--- config.mk ---
export PLATFORM = sky130hd
export DESIGN_NAME = pn_track_ctrl
export DESIGN_NICKNAME = d
export VERILOG_FILES = /design/src/rtl/pn_track_pkg.sv /design/src/rtl/pn_rst_sync.sv /design/src/rtl/pn_code_gen.sv /design/src/rtl/pn_phase_decide.sv /design/src/rtl/pn_track_ctrl.sv
export SDC_FILE = /design/constraint.sdc
export NUM_CORES = 1
export LEC_CHECK = 0
export BUFFER_PORTS_ARGS = -buffer_cell sky130_fd_sc_hd__buf_2
export CORE_MARGIN = 2
export CORE_UTILIZATION = 51
export DETAILED_ROUTE_END_ITERATION = 7
export PLACE_DENSITY = 0.77
export SYNTH_ARGS = -nofsm -noshare
export SYNTH_HDL_FRONTEND = slang
export SYNTH_SLANG_ARGS = --single-unit
--- constraint.sdc ---
create_clock -name clk -period 1.15 [get_ports clk]
set_input_delay 0.23 -clock clk [delete_from_list [all_inputs] [get_ports clk]]
set_output_delay 0.23 -clock clk [all_outputs]
set_load 0.02 [all_outputs]
--- src/rtl/pn_track_pkg.sv ---
package pn_track_pkg;
  typedef enum logic [1:0] {
    ADJ_NONE = 2'd0,
    ADJ_ADV  = 2'd1,
    ADJ_DLY  = 2'd2
  } adj_e;
endpackage

--- src/rtl/pn_rst_sync.sv ---
module pn_rst_sync #(
  parameter int STAGES = 2
) (
  input  logic clk,
  input  logic rst_n,
  output logic rst_q_n
);
  logic [STAGES-1:0] sync_q;
  logic [STAGES-1:0] sync_d;

  always_comb sync_d = {sync_q[STAGES-2:0], 1'b1};

  always_ff @(posedge clk or negedge rst_n) begin
    if (!rst_n) sync_q <= '0;
    else        sync_q <= sync_d;
  end

  assign rst_q_n = sync_q[STAGES-1];
endmodule

--- src/rtl/pn_code_gen.sv ---
module pn_code_gen
  import pn_track_pkg::*;
#(
  parameter int          LFSR_W       = 15,
  parameter int          TAP_A        = 15,
  parameter int          TAP_B        = 14,
  parameter logic [14:0] SEED         = 15'h0001,
  parameter int          CHIP_SAMPLES = 2
) (
  input  logic clk,
  input  logic rst_q_n,
  input  adj_e pend,
  output logic chip_tick,
  output logic code_early,
  output logic code_prompt,
  output logic code_late,
  output logic adj_stb
);
  localparam int CTR_W   = (CHIP_SAMPLES > 1) ? $clog2(CHIP_SAMPLES) : 1;
  localparam int TAP_LEN = 2;

  function automatic logic [LFSR_W-1:0] lfsr_step(input logic [LFSR_W-1:0] s);
    return {s[LFSR_W-2:0], s[TAP_A-1] ^ s[TAP_B-1]};
  endfunction

  logic [CTR_W-1:0]  ctr_q, ctr_d;
  logic [LFSR_W-1:0] lfsr_q, lfsr_d;
  logic [LFSR_W-1:0] one_step, two_step;
  logic              stb_q, stb_d;
  logic [TAP_LEN-1:0] tap_q;
  logic [TAP_LEN-1:0] tap_d;

  always_comb begin
    chip_tick = (ctr_q == CTR_W'(CHIP_SAMPLES - 1));
    ctr_d     = chip_tick ? '0 : ctr_q + 1'b1;
    one_step  = lfsr_step(lfsr_q);
    two_step  = lfsr_step(one_step);
    lfsr_d    = lfsr_q;
    stb_d     = 1'b0;
    if (chip_tick) begin
      unique case (pend)
        ADJ_ADV: lfsr_d = two_step;
        ADJ_DLY: lfsr_d = lfsr_q;
        default: lfsr_d = one_step;
      endcase
      stb_d = (pend != ADJ_NONE);
    end
  end

  generate
    for (genvar i = 0; i < TAP_LEN; i++) begin : g_tap
      if (i == 0) begin : g_first
        assign tap_d[i] = lfsr_q[LFSR_W-1];
      end else begin : g_rest
        assign tap_d[i] = tap_q[i-1];
      end
    end
  endgenerate

  always_ff @(posedge clk or negedge rst_q_n) begin
    if (!rst_q_n) begin
      ctr_q  <= '0;
      lfsr_q <= SEED[LFSR_W-1:0];
      stb_q  <= 1'b0;
      tap_q  <= '0;
    end else begin
      ctr_q  <= ctr_d;
      lfsr_q <= lfsr_d;
      stb_q  <= stb_d;
      tap_q  <= tap_d;
    end
  end

  assign code_early  = lfsr_q[LFSR_W-1];
  assign code_prompt = tap_q[0];
  assign code_late   = tap_q[TAP_LEN-1];
  assign adj_stb     = stb_q;
endmodule

--- src/rtl/pn_phase_decide.sv ---
module pn_phase_decide
  import pn_track_pkg::*;
#(
  parameter int PWR_W    = 8,
  parameter int THR_RST  = 8,
  parameter int BAND_RST = 1
) (
  input  logic             clk,
  input  logic             rst_q_n,
  input  logic             cfg_wr,
  input  logic [PWR_W-1:0] cfg_thr,
  input  logic [PWR_W-1:0] cfg_band,
  input  logic             meas_valid,
  input  logic [PWR_W-1:0] pwr_early,
  input  logic [PWR_W-1:0] pwr_prompt,
  input  logic [PWR_W-1:0] pwr_late,
  input  logic             chip_tick,
  output adj_e             pend,
  output logic             lock,
  output logic [PWR_W-1:0] thr_cur,
  output logic [PWR_W-1:0] band_cur
);
  localparam int EXT_W = PWR_W + 1;

  logic [PWR_W-1:0] thr_q, thr_d, band_q, band_d;
  adj_e             pend_q, pend_d;
  logic             lock_q, lock_d;
  logic [EXT_W-1:0] early_x, late_x, early_lim, late_lim;

  always_comb begin
    early_x   = {1'b0, pwr_early};
    late_x    = {1'b0, pwr_late};
    early_lim = early_x + {1'b0, band_q};
    late_lim  = late_x + {1'b0, band_q};
    thr_d     = cfg_wr ? cfg_thr  : thr_q;
    band_d    = cfg_wr ? cfg_band : band_q;
    pend_d    = chip_tick ? ADJ_NONE : pend_q;
    lock_d    = lock_q;
    if (meas_valid) begin
      if (pwr_prompt < thr_q) begin
        pend_d = ADJ_DLY;
        lock_d = 1'b0;
      end else if (early_x > late_lim) begin
        pend_d = ADJ_ADV;
      end else if (late_x > early_lim) begin
        pend_d = ADJ_DLY;
      end else begin
        pend_d = ADJ_NONE;
        lock_d = 1'b1;
      end
    end
  end

  always_ff @(posedge clk or negedge rst_q_n) begin
    if (!rst_q_n) begin
      thr_q  <= PWR_W'(THR_RST);
      band_q <= PWR_W'(BAND_RST);
      pend_q <= ADJ_NONE;
      lock_q <= 1'b0;
    end else begin
      thr_q  <= thr_d;
      band_q <= band_d;
      pend_q <= pend_d;
      lock_q <= lock_d;
    end
  end

  assign pend     = pend_q;
  assign lock     = lock_q;
  assign thr_cur  = thr_q;
  assign band_cur = band_q;
endmodule

--- src/rtl/pn_track_ctrl.sv ---
module pn_track_ctrl
  import pn_track_pkg::*;
#(
  parameter int          PWR_W        = 8,
  parameter int          CHIP_SAMPLES = 2,
  parameter logic [14:0] SEED         = 15'h0001,
  parameter int          THR_RST      = 8,
  parameter int          BAND_RST     = 1
) (
  input  logic             clk,
  input  logic             rst_n,
  input  logic             cfg_wr,
  input  logic [PWR_W-1:0] cfg_thr,
  input  logic [PWR_W-1:0] cfg_band,
  input  logic             meas_valid,
  input  logic [PWR_W-1:0] pwr_early,
  input  logic [PWR_W-1:0] pwr_prompt,
  input  logic [PWR_W-1:0] pwr_late,
  input  logic             data_in,
  output logic             code_early,
  output logic             code_prompt,
  output logic             code_late,
  output logic             enc_out,
  output logic             lock,
  output logic             adj_stb
);
  logic             rst_q_n;
  logic             chip_tick;
  adj_e             pend;
  logic [PWR_W-1:0] thr_cur, band_cur;

  pn_rst_sync #(.STAGES(2)) u_rst (
    .clk     (clk),
    .rst_n   (rst_n),
    .rst_q_n (rst_q_n)
  );

  pn_phase_decide #(
    .PWR_W(PWR_W), .THR_RST(THR_RST), .BAND_RST(BAND_RST)
  ) u_decide (
    .clk        (clk),
    .rst_q_n    (rst_q_n),
    .cfg_wr     (cfg_wr),
    .cfg_thr    (cfg_thr),
    .cfg_band   (cfg_band),
    .meas_valid (meas_valid),
    .pwr_early  (pwr_early),
    .pwr_prompt (pwr_prompt),
    .pwr_late   (pwr_late),
    .chip_tick  (chip_tick),
    .pend       (pend),
    .lock       (lock),
    .thr_cur    (thr_cur),
    .band_cur   (band_cur)
  );

  pn_code_gen #(
    .LFSR_W(15), .TAP_A(15), .TAP_B(14), .SEED(SEED), .CHIP_SAMPLES(CHIP_SAMPLES)
  ) u_code (
    .clk         (clk),
    .rst_q_n     (rst_q_n),
    .pend        (pend),
    .chip_tick   (chip_tick),
    .code_early  (code_early),
    .code_prompt (code_prompt),
    .code_late   (code_late),
    .adj_stb     (adj_stb)
  );

  assign enc_out = data_in ^ code_prompt;
endmodule

Word-level counts from Yosys, hierarchy flattened
Cells that the tools add are included.
{ "op_classes": {"add_sub_neg": 3, "order_cmp": 3, "eq_ne": 4, "mux": 11, "n_bitwise": 4, "reduce_logical": 4} }
{ "op_table": {"columns": ["op", "count"], "rows": [
  ["one-hot mux 15 bit (2 select lines)", 1],
  ["adder 8 x 8 -> 9 bit", 2],
  ["> comparator 8 x 9 -> 1 bit", 2],
  ["2-to-1 mux 2 bit", 5],
  ["less-than comparator 8 bit", 1],
  ["2-to-1 mux 1 bit", 5],
  ["!= test 2 x 1 -> 1 bit, second input constant", 2],
  ["nonzero test 2 bit", 2],
  ["AND reduction 3 bit", 1],
  ["XOR 1 bit", 3],
  ["equality test 2 x 1 -> 1 bit, second input constant", 1],
  ["equality test 2 bit, second input constant", 1],
  ["AND reduction 2 bit", 1],
  ["adder 1 bit, second input constant", 1],
  ["NOT 1 bit", 1]
]} }
{ "word_totals": {"reg_bits": 40, "input_bits": 45, "output_inout_bits": 6} }

Depth between registers and ports, before layout
Gate-level depths: netlist of the first run.
{ "depth": {"depth_word": 6, "ltp_mapped": 14, "depth_no_buf": 14} }

Hierarchy
Synthesis of the first run repeated with hierarchy kept, for this count alone.
{ "unflattened": {"cells_unflattened": 281, "area_unflattened_um2": 2797.7} }
{ "modules_own_cells": {"columns": ["mod", "instances", "cells_per_inst", "area_each_um2", "seq_area_each_um2"], "rows": [
  ["pn_phase_decide", 1, 199, 1894.3, 478.0],
  ["pn_code_gen", 1, 78, 840.8, 476.7],
  ["pn_rst_sync", 1, 3, 53.8, 50.0],
  ["pn_track_ctrl", 1, 1, 8.8, 0.0]
]} }

Worst setup path before layout of the first run
No wires, ideal clock.
{ "synth_timing": {"path_type": "flip-flop to flip-flop", "from": "register u_decide.band_q[0] (netlist: u_decide.band_cur[0])", "to": "register u_decide.pend_q[1] (netlist: u_decide.pend[1])", "setup_ns": 0.126, "t_arrival_ns": 2.829, "required_ns": 1.024, "path_slack_ns": -1.805, "stages_incl_launch_ff": 15, "n_path_buf": 0, "synth_period_minus_slack_ns": 2.955, "path_cell_list": "dfstp_2 > ha_1 > inv_1 > fa_1 > nand2b_1 > a21oi_1 > o21ai_0 > nand2b_1 > xnor2_1 > ha_1 > nand2_1 > nor3_1 > a221oi_1 > o211ai_1 > a221o_1"} }
{ "synth_via": {"elab_chain_cells": 6, "elab_cells_between_ends": 8, "cone_classes": "add/sub (2); order compare (2); mux (4)"} }
{ "synth_rtl": {"columns": ["element", "line", "text"], "rows": [
  ["from (decl)", "pn_phase_decide.sv:25", "logic [PWR_W-1:0] thr_q, thr_d, band_q, band_d;"],
  ["from (signal assigned)", "pn_phase_decide.sv:57", "band_q <= PWR_W'(BAND_RST);"],
  ["from (signal assigned)", "pn_phase_decide.sv:62", "band_q <= band_d;"],
  ["adder 8 x 8 -> 9 bit", "pn_phase_decide.sv:33", "early_lim = early_x + {1'b0, band_q};"],
  ["> comparator 8 x 9 -> 1 bit", "pn_phase_decide.sv:45", "end else if (late_x > early_lim) begin"],
  ["2-to-1 mux 2 bit", "pn_phase_decide.sv:45", null],
  ["2-to-1 mux 2 bit *", "pn_phase_decide.sv:43", "end else if (early_x > late_lim) begin"],
  ["2-to-1 mux 2 bit *", "pn_phase_decide.sv:40", "if (pwr_prompt < thr_q) begin"],
  ["2-to-1 mux 2 bit *", "pn_phase_decide.sv:39", "if (meas_valid) begin"],
  ["to (signal assigned)", "pn_phase_decide.sv:63", "pend_q <= pend_d;"],
  ["to (decl)", "pn_phase_decide.sv:26", "adj_e pend_q, pend_d;"]
]} }
Mark *: on every way between the ends. The rest lies on a longest branch, timed or not.
A chain may end at the register's enable or synchronous reset.

Final worst setup path of the first run
{ "layout_timing": {"from": "register u_decide.band_q[3] (netlist: u_decide.band_cur[3])", "to": "register u_decide.pend_q[1] (netlist: u_decide.pend[1])"} }
Same word-level chain as after synthesis.

==> results of run 1 <==
per-layer routing:
layer | up-vias | track usage [%] | routed length (µm)
met3 | 11 | 3.412 | 275
met2 | 68 | 41.65 | 3485
li1 | 1223 | - | -
met4 | 0 | 8.214 | 107
met5 | - | 0 | 0
met1 | 1163 | 31.37 | 3200
synth_stat cells, types with 4 or more instances:
master / number
sky130_fd_sc_hd__clkbuf_1: 5
sky130_fd_sc_hd__o211a_1: 4
sky130_fd_sc_hd__nor2_1: 8
sky130_fd_sc_hd__nor3_1: 5
sky130_fd_sc_hd__ha_1: 39
sky130_fd_sc_hd__nand2b_1: 7
sky130_fd_sc_hd__xor2_1: 9
sky130_fd_sc_hd__dfrtp_1: 37
sky130_fd_sc_hd__mux2i_1: 14
sky130_fd_sc_hd__a21oi_1: 11
sky130_fd_sc_hd__mux2_2: 8
sky130_fd_sc_hd__nor2b_1: 4
sky130_fd_sc_hd__o21ai_0: 33
sky130_fd_sc_hd__a21o_1: 4
sky130_fd_sc_hd__xnor2_1: 5
sky130_fd_sc_hd__inv_1: 19
sky130_fd_sc_hd__nand2_1: 26
worst max path at each step:
stage | start | to | slack, ps
after detailed placement | u_decide.band_cur[0] | u_decide.pend[1] | -1890
after CTS | u_decide.band_cur[0] | u_decide.pend[0] | -1820
after global placement | u_decide.band_cur[0] | u_decide.pend[1] | -1760
after floorplan | u_decide.band_cur[0] | u_decide.pend[1] | -1650
after global routing | u_decide.band_cur[3] | u_decide.pend[1] | -1980
final | u_decide.band_cur[3] | u_decide.pend[1] | -1850
cells by family (layout without fill, tap and decap cells):
kind of cell | after synthesis | count (layout) | share of synthesized area, %
compound gates | 72 | 72 | 16.82
simple gates | 58 | 58 | 10.10
fa+ha+maj | 41 | 41 | 19.29
flops | 40 | 40 | 36.70
buf+inv | 28 | 147 | 4.068
mux | 22 | 22 | 8.409
xor+xnor | 14 | 14 | 4.479
other cells | 1 | 1 | 0.1370
placed cells by master, fill, tap and decap left out, types with 4 or more instances in the layout:
cell type                  Yosys  routed
sky130_fd_sc_hd__clkbuf_8      0       6
sky130_fd_sc_hd__xor2_1        9       9
sky130_fd_sc_hd__buf_2         2      47
sky130_fd_sc_hd__o21ai_0      33      14
sky130_fd_sc_hd__mux2i_1      14      11
sky130_fd_sc_hd__nand2_1      26      26
sky130_fd_sc_hd__dfrtp_1      37      35
sky130_fd_sc_hd__ha_1         39      37
sky130_fd_sc_hd__nor2_1        8       8
sky130_fd_sc_hd__o211a_1       4       4
sky130_fd_sc_hd__a21oi_1      11       8
sky130_fd_sc_hd__nand2b_1      7       6
sky130_fd_sc_hd__a21o_1        4       4
sky130_fd_sc_hd__o21ai_1       0      16
sky130_fd_sc_hd__buf_4         1      63
sky130_fd_sc_hd__xnor2_1       5       5
sky130_fd_sc_hd__inv_1        19      17
sky130_fd_sc_hd__buf_12        0       4
sky130_fd_sc_hd__mux2_2        8       8
state kept, by name (all words and copies together), names as in the netlist:
register	count
u_rst.sync_q	2
u_code.lfsr_q	15
u_decide.lock	1
u_decide.band_cur	8
u_code.tap_q	2
u_decide.pend	2
u_code.adj_stb	1
u_code.chip_tick	1
u_decide.thr_cur	8
critical path, stage by stage (launching register included):
cell                       delay (ps)
sky130_fd_sc_hd__dfrtp_1          390
sky130_fd_sc_hd__ha_1             300
sky130_fd_sc_hd__o21ai_0          450
sky130_fd_sc_hd__a21oi_1          160
sky130_fd_sc_hd__o22ai_1          220
sky130_fd_sc_hd__xor2_1           170
sky130_fd_sc_hd__ha_1             230
sky130_fd_sc_hd__o21bai_1         110
sky130_fd_sc_hd__a221oi_2         330
sky130_fd_sc_hd__o211ai_1         180
sky130_fd_sc_hd__a221o_1          350
power by group through the flow:
stage                     registers [mW]  clock network [mW]  logic (mW)
after global placement              2.05                   0        2.24
after CTS                           2.07                1.24        2.51
after detailed placement            2.08                   0        2.33
after floorplan                     2.13                   0        1.37
final                               2.11                1.22        2.78
after global routing                2.14                1.31        3.09
stage by stage:
step | instance area, µm² | worst slack [ps] | std cells
global placement | 3530 | -1758 | 443
detailed placement | 3530 | -1895 | 443
global route | 3908 | -1985 | 465
finish | 3908 | -1852 | 465
floorplan | 2775 | -1652 | 276
CTS | 3754 | -1818 | 458
cell type report:
cell class / instances / area [µm²] / area share (%)
flip-flops and latches: 40 / 1007 / 25.78
clock inverters: 2 / 38.79 / 0.9926
inverters: 20 / 75.07 / 1.921
clock buffers: 6 / 82.58 / 2.113
well taps: 70 / 87.58 / 2.241
repair buffers: 119 / 870.8 / 22.29
multi-input cells: 208 / 1745 / 44.67
repair_timing:
| item | in CTS | in global routing |
|---|---|---|
| resized for setup | 17 | 18 |
| hold endpoints to repair | 2 | 0 |
| setup buffers | 6 | 6 |
| pin swaps | 8 | 14 |
| setup endpoints to repair | 20 | 21 |
| cloned | 0 | 2 |
| hold buffers | 1 | 0 |
==> impl_table.tex, run 1 <==
\begin{tabular}{lr}
\hline
Metric & Value \\
\hline
\multicolumn{2}{l}{\textbf{Setup path}} \\
CP Max Fanout & 2 \\
Startpoint-to-endpoint class of the critical path & reg2reg \\
Worst reg2reg setup slack & -1850 ps \\
Worst reg2reg endpoint & u\_decide.pend[1] \\
Worst reg2reg startpoint & u\_decide.band\_cur[3] \\
Critical path data arrival time & 3190 ps \\
Worst Reg-to-Reg Cells & 10 \\
Critical Path Start Type & register \\
Worst path required time & 1340 ps \\
Endpoint type of the worst setup path & register \\
\multicolumn{2}{l}{\textbf{Timing}} \\
Number of endpoints failing setup at the final stage & 19 \\
Post-layout min period & 3002 ps \\
Worst rel slew slack & 65.17\% \\
Worst-margin pin slew & 516.9 ps \\
Share of the cycle needed by the critical path after routing & 261.0\% \\
Worst Hold Slack & 142.6 ps \\
Post-route worst setup slack & -1852 ps \\
Unrepaired setup endpoints after global routing & true \\
Hold violation total from the final report & 0 \\
Clock skew after layout & 14.37 ps \\
Peak clock frequency supported by timing & 333.1 MHz \\
Max-slew violations & 0 \\
Accumulated negative setup slack & -6902 ps \\
\multicolumn{2}{l}{\textbf{GRT}} \\
Global-route wire length before repair & 11,410 µm \\
GRT Total Usage & 24.27\% \\
Initial antenna violation count & 0 \\
Global-route congestion overflow total & 0 \\
Largest net degree at the start of global routing & 31 \\
Via count of the first global-routing pass & 2,459 \\
\multicolumn{2}{l}{\textbf{Floorplan}} \\
Number of top-level pins & 51 \\
Die boundary width & 77.27 µm \\
Total Die Area & 5970 µm² \\
Cell Rows & 26 \\
Core outline area & 5140 µm² \\
Height of the die & 77.27 µm \\
Effective utilization at floorplan & 53.26\% \\
\multicolumn{2}{l}{\textbf{Clocking}} \\
Clock-pin slew reported for the worst setup and hold paths after clock tree synthesis & 90 ps \\
CTS Sinks & 40 \\
Number of clock buffers inserted by TritonCTS & 5 \\
Clock tree from TritonCTS & built \\
Maximum root-to-sink buffer count & 2 \\
Clock root buffer & sky130\_fd\_sc\_hd\_\_clkbuf\_8 \\
Latest clock arrival within the worst-skew pair & 300 ps \\
H-tree levels & 2 \\
\multicolumn{2}{l}{\textbf{Power}} \\
Portion of total power attributed to combinational logic & 45.6\% \\
Switching portion of total power & 35.57\% \\
Peak VDD IR & 1.093 mV \\
Internal & 3.935 mW \\
Proportion of power drawn by the clock network & 20.0\% \\
Final total power & 6.108 mW \\
Leakage power & 1.926 nW \\
Power density relative to cell area & 1563 nW/µm² \\
NetSw & 2.173 mW \\
Share of total power in sequential cells & 34.5\% \\
\multicolumn{2}{l}{\textbf{Synth}} \\
Cell area after synthesis & 2738 µm² \\
Leading post-synthesis cells by cell area & sky130\_fd\_sc\_hd\_\_dfrtp\_1, sky130\_fd\_sc\_hd\_\_ha\_1, sky130\_fd\_sc\_hd\_\_o21ai\_0 \\
Syn\_area\_per\_cell & 9.919 µm² \\
Yosys reg bits & 40 \\
Area share of the largest cell type after synthesis & 33.82\% \\
Mapped Nets & 362 \\
Top cell type by total area after synthesis & sky130\_fd\_sc\_hd\_\_dfrtp\_1 \\
Unique masters post-synth & 43 \\
Ys async rst share & 100.0\% \\
Post-synthesis sequential area ratio & 36.70\% \\
Post-Synthesis Cells & 276 \\
Number of synthesized flops with an enable pin & 0 \\
Top FF cell, synth & sky130\_fd\_sc\_hd\_\_dfrtp\_1 \\
Total number of yosys warnings & 0 \\
\multicolumn{2}{l}{\textbf{Hold path}} \\
Number of instances on the worst hold path & 3 \\
Hold Crit Class & in2reg \\
Startpoint of the most critical hold path & cfg\_band[1] \\
Endpoint with the worst hold slack & u\_decide.band\_cur[1] \\
\multicolumn{2}{l}{\textbf{Routing}} \\
Count of routing violations after the opening detailed-route iteration & 139 \\
Length of the first detailed-routing pass in iterations & 4 \\
Antenna-violating nets left & 0 \\
Vias per inst & 5.301 \\
Per-cell routed wire length & 15.20 µm \\
Vias after detailed routing & 2,465 \\
Overall routed net length & 7068 µm \\
Number of DRC violations after detailed routing & 0 \\
\multicolumn{2}{l}{\textbf{Final layout}} \\
Final core occ & 76.02\% \\
Ratio of cells with drive above 1 in the final layout & 41.77\% \\
Antenna fix cells & 0 \\
Fill cell count & 367 \\
Layout Area Growth over Synthesis & 42.73\% \\
Final net count & 480 \\
\multicolumn{2}{l}{\textbf{Place}} \\
Routability congestion estimate & 0.8828 \\
Post-DP HPWL & 5173 µm \\
Count of input and output buffers & 50 \\
\multicolumn{2}{l}{\textbf{Status}} \\
Violated checks & negative setup slack \\
Run status & complete, but fails checks \\
\multicolumn{2}{l}{\textbf{Run}} \\
Max-cap check violation count & 0 \\
\hline
\end{tabular}
(Power assumes the default switching activity.)
==> run 2, diff against run 1 <==
--- a/config.mk
+++ b/config.mk
@@ -6,10 +6,13 @@
 export NUM_CORES = 1
 export LEC_CHECK = 0
 export BUFFER_PORTS_ARGS = -buffer_cell sky130_fd_sc_hd__buf_2
+export CELL_PAD_IN_SITES_DETAIL_PLACEMENT = 1
+export CELL_PAD_IN_SITES_GLOBAL_PLACEMENT = 1
 export CORE_MARGIN = 2
-export CORE_UTILIZATION = 51
+export CORE_UTILIZATION = 39
 export DETAILED_ROUTE_END_ITERATION = 7
-export PLACE_DENSITY = 0.77
+export PLACE_DENSITY_LB_ADDON = 0.1
+export RECOVER_POWER = 25
 export SYNTH_ARGS = -nofsm -noshare
 export SYNTH_HDL_FRONTEND = slang
 export SYNTH_SLANG_ARGS = --single-unit
==> run 2 against run 1 <==
Compared with the run above: the flow still finishes with violations (negative setup slack); first-iteration DRC count fell by 40%; setup slack got worse by 40 ps; critical endpoint unchanged; clock power decreased by 21%; global-route usage fell by 2.0 points; highest routed layer unchanged; non-clock buffer count grew 2; register-to-register slack worse by 40 ps.
==> impl_table.tex, run 2 (synthesized netlist as in run 1, its figures left out) <==
\begin{tabular}{lr}
\hline
Metric & Value \\
\hline
\multicolumn{2}{l}{\textbf{GRT}} \\
Initial antenna violation count & 0 \\
Global-route wire length before repair & 13,210 µm \\
Via count of the first global-routing pass & 2,767 \\
Largest net degree at the start of global routing & 19 \\
Global-route congestion overflow total & 0 \\
GRT Total Usage & 22.27\% \\
\multicolumn{2}{l}{\textbf{Floorplan}} \\
Height of the die & 87.78 µm \\
Core outline area & 6794 µm² \\
Effective utilization at floorplan & 40.29\% \\
Die boundary width & 87.78 µm \\
Total Die Area & 7705 µm² \\
Cell Rows & 30 \\
Number of top-level pins & 51 \\
\multicolumn{2}{l}{\textbf{Timing}} \\
Share of the cycle needed by the critical path after routing & 264.5\% \\
Hold violation total from the final report & 0 \\
Worst rel slew slack & 64.06\% \\
Unrepaired setup endpoints after global routing & true \\
Worst-margin pin slew & 539.1 ps \\
Post-layout min period & 3042 ps \\
Number of endpoints failing setup at the final stage & 20 \\
Post-route worst setup slack & -1892 ps \\
Clock skew after layout & 4.221 ps \\
Max-slew violations & 0 \\
Accumulated negative setup slack & -7796 ps \\
Peak clock frequency supported by timing & 328.8 MHz \\
\multicolumn{2}{l}{\textbf{Setup path}} \\
Startpoint-to-endpoint class of the critical path & reg2reg \\
Endpoint type of the worst setup path & register \\
CP max stage delay & 580 ps \\
Start point of the critical path & u\_decide.band\_cur[0] \\
Worst path required time & 1320 ps \\
Critical Path Start Type & register \\
Top delay family on crit path & compound AO/OA/AOI/OAI gates \\
Critical path data arrival time & 3210 ps \\
Crit path buf inv count & 1 \\
CP Max Fanout & 3 \\
Worst path cell trace & ha\_2 > inv\_1 > fa\_2 > nor2b\_4 > o31a\_1 > o21ai\_0 > nand2b\_1 > xnor2\_1 > ha\_1 > a22oi\_2 > a311o\_1 > nor3\_2 > a221o\_1 \\
Slowest CP cell & sky130\_fd\_sc\_hd\_\_dfstp\_2 \\
Worst reg2reg startpoint & u\_decide.band\_cur[0] \\
\multicolumn{2}{l}{\textbf{Final layout}} \\
Sequential cell area & 1005 µm² \\
Multi-input gate area in the final layout & 1740 µm² \\
Final net count & 482 \\
Max reg flops & 15 \\
Layout Area Growth over Synthesis & 42.92\% \\
Ratio of cells with drive above 1 in the final layout & 40.05\% \\
Antenna fix cells & 0 \\
Register with the highest flop count & u\_code.lfsr\_q \\
Commonest cells after routing, fill and taps aside & sky130\_fd\_sc\_hd\_\_buf\_4, sky130\_fd\_sc\_hd\_\_buf\_2, sky130\_fd\_sc\_hd\_\_ha\_1, sky130\_fd\_sc\_hd\_\_dfrtp\_1, sky130\_fd\_sc\_hd\_\_nand2\_1 \\
Finished Layout Cells & 493 \\
Fill cell count & 776 \\
Commonest non-fill, non-tap cell in the layout & sky130\_fd\_sc\_hd\_\_buf\_4 \\
Post-route design area & 3913 µm² \\
\multicolumn{2}{l}{\textbf{Routing}} \\
Number of DRC violations after detailed routing & 0 \\
Vias after detailed routing & 2,467 \\
Length of the first detailed-routing pass in iterations & 4 \\
Antenna-violating nets left & 0 \\
Per-cell routed wire length & 16.64 µm \\
Count of routing violations after the opening detailed-route iteration & 83 \\
Overall routed net length & 8203 µm \\
Vias per inst & 5.004 \\
\multicolumn{2}{l}{\textbf{Place}} \\
Count of input and output buffers & 50 \\
\# placed instances & 469 \\
Post-DP Area & 3537 µm² \\
Post-DP HPWL & 6175 µm \\
Routability congestion estimate & 0.7938 \\
\multicolumn{2}{l}{\textbf{Clocking}} \\
H-tree levels & 2 \\
Clock-pin slew reported for the worst setup and hold paths after clock tree synthesis & 80 ps \\
Clock tree from TritonCTS & built \\
Latest clock arrival within the worst-skew pair & 290 ps \\
Clock root buffer & sky130\_fd\_sc\_hd\_\_clkbuf\_8 \\
CTS Sinks & 40 \\
Maximum root-to-sink buffer count & 2 \\
Number of clock buffers inserted by TritonCTS & 5 \\
\multicolumn{2}{l}{\textbf{Power}} \\
Leakage power & 1.925 nW \\
Power density relative to cell area & 1495 nW/µm² \\
Final total power & 5.848 mW \\
Peak VDD IR & 0.7799 mV \\
\multicolumn{2}{l}{\textbf{Status}} \\
Violated checks & negative setup slack \\
Run status & complete, but fails checks \\
\multicolumn{2}{l}{\textbf{Run}} \\
Max-cap check violation count & 0 \\
\multicolumn{2}{l}{\textbf{Hold path}} \\
Startpoint of the most critical hold path & cfg\_thr[1] \\
Hold Crit Class & in2reg \\
\hline
\end{tabular}
run 2: cell type report:
class	instances	area share (%)
inverters	20	1.919
repair buffers	121	22.55
flip-flops and latches	40	25.68
well taps	96	3.070
multi-input cells	208	44.48
clock buffers	8	2.303
run 2: final timing paths:
kind | to | slack (ps) | cells after the start
setup reg to reg | u_decide.pend[1] | -1890 | 13
hold reg to reg | u_decide.thr_cur[4] | 220 | 0
hold / removal | u_decide.thr_cur[1] | 150 | 3
setup / recovery | u_decide.pend[1] | -1890 | 13
max in group asynchronous | u_code.lfsr_q[0] | 90 | 1
min in group asynchronous | u_decide.thr_cur[4] | 220 | 0
run 2: metrics by stage:
stage               hold slack, ps  utilization, %  setup WS [ps]
finish                       150.9           57.59          -1892
global route                 159.8           57.59          -2023
CTS                          143.2           56.63          -1856
detailed placement           18.24           52.06          -1997
global placement             16.02           52.06          -1822
floorplan                   -65.59               -          -1652
run 2: report_power, final:
part	internal [mW]	switching (mW)
Clock	0.490	0.479
Combinational	1.42	1.39
Sequential	1.77	0.300
run 2: timing repair:
action	4_1_cts	5_1_grt
hold buffers	1	0
setup buffers	8	4
hold endpoints to repair	2	0
resized for setup	27	9
endpoints found under the setup margin	20	20
pin swaps	8	7
gates cloned	3	0
run 2: metal layers:
metal	track usage [%]	vias to the layer above	routed length [µm]
met2	42.29	37	4380
li1	-	1223	-
met1	26.73	1205	3618
met3	2.922	2	171
met4	4.476	0	33
met5	0	-	0
run 2: worst register-to-register path, stage by stage, from the launching register on:
cell and delay, ps:
sky130_fd_sc_hd__dfstp_2 580, sky130_fd_sc_hd__ha_2 190, sky130_fd_sc_hd__inv_1 50, sky130_fd_sc_hd__fa_2 370
sky130_fd_sc_hd__nor2b_4 140, sky130_fd_sc_hd__o31a_1 160, sky130_fd_sc_hd__o21ai_0 80, sky130_fd_sc_hd__nand2b_1 90
sky130_fd_sc_hd__xnor2_1 120, sky130_fd_sc_hd__ha_1 280, sky130_fd_sc_hd__a22oi_2 170, sky130_fd_sc_hd__a311o_1 260
sky130_fd_sc_hd__nor3_2 70, sky130_fd_sc_hd__a221o_1 350
==> run 3, diff against run 2 <==
--- a/config.mk
+++ b/config.mk
@@ -12,7 +12,7 @@
 export CORE_UTILIZATION = 39
 export DETAILED_ROUTE_END_ITERATION = 7
 export PLACE_DENSITY_LB_ADDON = 0.1
-export RECOVER_POWER = 25
+export RECOVER_POWER = 100
 export SYNTH_ARGS = -nofsm -noshare
 export SYNTH_HDL_FRONTEND = slang
 export SYNTH_SLANG_ARGS = --single-unit
==> run 3 against run 2 <==
Compared with the run above: the run still ends with negative setup slack left; fmax up 0.17%; routed wire length down 0.17%; utilization down 0.28 points; critical path depth unchanged; sequential share of layout area up 0.12 points; largest power group unchanged; final cell count unchanged; critical path type unchanged; design area down 0.48%; global-route usage unchanged; non-clock buffer count unchanged.
==> impl_table.tex, run 3 (synthesized netlist as in run 1, its figures left out) <==
\begin{tabular}{lr}
\hline
Metric & Value \\
\hline
\multicolumn{2}{l}{\textbf{Timing}} \\
Peak clock frequency supported by timing & 329.3 MHz \\
Post-route worst setup slack & -1886 ps \\
Post-layout min period & 3036 ps \\
Number of endpoints failing setup at the final stage & 20 \\
Hold violation total from the final report & 0 \\
Worst rel slew slack & 63.91\% \\
Share of the cycle needed by the critical path after routing & 264.0\% \\
Unrepaired setup endpoints after global routing & true \\
Clock skew after layout & 8.251 ps \\
Worst-margin pin slew & 541.3 ps \\
Max-slew violations & 0 \\
\multicolumn{2}{l}{\textbf{Clocking}} \\
Clock tree from TritonCTS & built \\
Clock-pin slew reported for the worst setup and hold paths after clock tree synthesis & 80 ps \\
H-tree levels & 2 \\
Clock root buffer & sky130\_fd\_sc\_hd\_\_clkbuf\_8 \\
Maximum root-to-sink buffer count & 2 \\
CTS Sinks & 40 \\
Number of clock buffers inserted by TritonCTS & 5 \\
Latest clock arrival within the worst-skew pair & 290 ps \\
\multicolumn{2}{l}{\textbf{Place}} \\
Pre-CTS setup slack & -1997 ps \\
Routability congestion estimate & 0.7938 \\
Post-DP HPWL & 6175 µm \\
Count of input and output buffers & 50 \\
\multicolumn{2}{l}{\textbf{GRT}} \\
Largest net degree at the start of global routing & 19 \\
Fraction of met2 tracks used by global routing & 42.29\% \\
Met3 track demand over resource in global routing & 2.922\% \\
Initial antenna violation count & 0 \\
Met1 routing resource usage after global routing & 26.73\% \\
Via count of the first global-routing pass & 2,767 \\
GRT Total Usage & 22.27\% \\
Most used routing layer in global routing & met2 \\
Global-route wire length before repair & 13,210 µm \\
Global-route congestion overflow total & 0 \\
\multicolumn{2}{l}{\textbf{Setup path}} \\
CP max stage delay & 580 ps \\
CP Max Fanout & 3 \\
Critical path data arrival time & 3220 ps \\
Top delay family on crit path & compound AO/OA/AOI/OAI gates \\
Critical Path Start Type & register \\
Crit path buf inv count & 1 \\
Startpoint-to-endpoint class of the critical path & reg2reg \\
Worst path required time & 1330 ps \\
Worst path cell trace & ha\_2 > inv\_1 > fa\_2 > nor2b\_4 > o31a\_1 > o21ai\_0 > nand2b\_1 > xnor2\_1 > ha\_1 > a22oi\_2 > a311o\_1 > nor3\_2 > a221o\_1 \\
Endpoint type of the worst setup path & register \\
Slowest CP cell & sky130\_fd\_sc\_hd\_\_dfstp\_2 \\
\multicolumn{2}{l}{\textbf{Routing}} \\
Number of DRC violations after detailed routing & 0 \\
Antenna-violating nets left & 0 \\
Length of the first detailed-routing pass in iterations & 4 \\
Per-cell routed wire length & 16.61 µm \\
Vias per inst & 4.996 \\
Vias after detailed routing & 2,463 \\
Overall routed net length & 8189 µm \\
Count of routing violations after the opening detailed-route iteration & 97 \\
\multicolumn{2}{l}{\textbf{Power}} \\
Peak VDD IR & 0.7793 mV \\
NetSw & 2.174 mW \\
Share of total power in sequential cells & 35.4\% \\
Switching portion of total power & 37.37\% \\
Portion of total power attributed to combinational logic & 47.8\% \\
Power density relative to cell area & 1494 nW/µm² \\
Internal & 3.644 mW \\
Proportion of power drawn by the clock network & 16.8\% \\
Leakage power & 1.905 nW \\
\multicolumn{2}{l}{\textbf{Final layout}} \\
Commonest cells after routing, fill and taps aside & sky130\_fd\_sc\_hd\_\_buf\_4, sky130\_fd\_sc\_hd\_\_buf\_2, sky130\_fd\_sc\_hd\_\_ha\_1, sky130\_fd\_sc\_hd\_\_dfrtp\_1, sky130\_fd\_sc\_hd\_\_nand2\_1 \\
Layout Area Growth over Synthesis & 42.23\% \\
Ratio of cells with drive above 1 in the final layout & 38.79\% \\
Register with the highest flop count & u\_code.lfsr\_q \\
Antenna fix cells & 0 \\
Commonest non-fill, non-tap cell in the layout & sky130\_fd\_sc\_hd\_\_buf\_4 \\
Max reg flops & 15 \\
Final core occ & 57.31\% \\
Final net count & 482 \\
\multicolumn{2}{l}{\textbf{Status}} \\
Violated checks & negative setup slack \\
Run status & complete, but fails checks \\
\multicolumn{2}{l}{\textbf{Floorplan}} \\
Number of top-level pins & 51 \\
Cell Rows & 30 \\
Total Die Area & 7705 µm² \\
Height of the die & 87.78 µm \\
Core outline area & 6794 µm² \\
Effective utilization at floorplan & 40.29\% \\
Die boundary width & 87.78 µm \\
\multicolumn{2}{l}{\textbf{Run}} \\
Max-cap check violation count & 0 \\
\multicolumn{2}{l}{\textbf{Hold path}} \\
Hold Crit Class & in2reg \\
\hline
\end{tabular}
run 3: changes by cell type in the layout (fill, tap and decap cells not counted):
cell | previous run | this run
sky130_fd_sc_hd__clkbuf_1 | 3 | 7
sky130_fd_sc_hd__buf_4 | 59 | 54
sky130_fd_sc_hd__clkdlybuf4s25_1 | 0 | 1
sky130_fd_sc_hd__buf_6 | 8 | 7
sky130_fd_sc_hd__buf_2 | 48 | 44
sky130_fd_sc_hd__clkbuf_2 | 0 | 5
run 3: power by group through the flow:
stage	combinational [mW]	sequential, mW	clock, mW
after CTS	2.67	2.05	0.999
after global routing	3.07	2.12	1.06
final	2.78	2.06	0.978
after global placement	2.26	2.07	0
after floorplan	1.37	2.13	0
after detailed placement	2.37	2.09	0
run 3: worst paths after layout:
kind                       cells past startpoint                  end                 start  slack, ps
hold / removal                                 3  u_decide.thr_cur[1]            cfg_thr[1]        150
setup / recovery                              13     u_decide.pend[1]  u_decide.band_cur[0]      -1890
min in group asynchronous                      0  u_decide.thr_cur[4]       u_rst.sync_q[1]        220
hold reg to reg                                0  u_decide.thr_cur[4]       u_rst.sync_q[1]        220
max in group asynchronous                      1     u_code.lfsr_q[0]       u_rst.sync_q[1]         90
setup reg to reg                              13     u_decide.pend[1]  u_decide.band_cur[0]      -1890
run 3: per-layer routing:
layer	routed length [µm]	vias to the layer above	part of all wire, %
met5	0	-	0
met4	33	0	0.40
met3	164	2	2.0
met2	4384	34	54
met1	3606	1204	44
li1	-	1223	-
run 3: worst register-to-register path, stage by stage, from the launching register on:
cell,delay (ps)
sky130_fd_sc_hd__dfstp_2,580
sky130_fd_sc_hd__ha_2,190
sky130_fd_sc_hd__inv_1,50
sky130_fd_sc_hd__fa_2,370
sky130_fd_sc_hd__nor2b_4,140
sky130_fd_sc_hd__o31a_1,160
sky130_fd_sc_hd__o21ai_0,80
sky130_fd_sc_hd__nand2b_1,90
sky130_fd_sc_hd__xnor2_1,120
sky130_fd_sc_hd__ha_1,280
sky130_fd_sc_hd__a22oi_2,170
sky130_fd_sc_hd__a311o_1,260
sky130_fd_sc_hd__nor3_2,70
sky130_fd_sc_hd__a221o_1,350
run 3: what timing repair did:
item                                    4_1_cts  5_1_grt
endpoints found under the setup margin       20       20
endpoints found under the hold margin         2        0
gates cloned                                  3        0
pin swaps                                     8        7
hold buffers                                  1        0
buffers inserted                              8        4
resized for setup                            27        9
run 3: final cells by class:
| cell class | count | area [µm²] |
|---|---|---|
| clock buffers | 8 | 90.09 |
| flip-flops and latches | 40 | 1005 |
| fillers | 781 | 2900 |
| well taps | 96 | 120.1 |
| multi-input cells | 208 | 1740 |
| inverters | 20 | 75.07 |
| repair buffers | 121 | 863.3 |
run 3: per-stage QoR:
step | hold slack (ps) | TNS, ps | total power, mW | cells | area [µm²]
2_1_floorplan | -65.59 | -4967 | 3.500 | 276 | 2775
3_3_place_gp | 16.02 | -6000 | 4.335 | 469 | 3537
3_5_place_dp | 18.24 | -6591 | 4.460 | 469 | 3537
4_1_cts | 143.2 | -7275 | 5.721 | 489 | 3847
5_1_grt | 159.8 | -9914 | 6.246 | 493 | 3894
6_report | 150.4 | -7907 | 5.818 | 493 | 3894
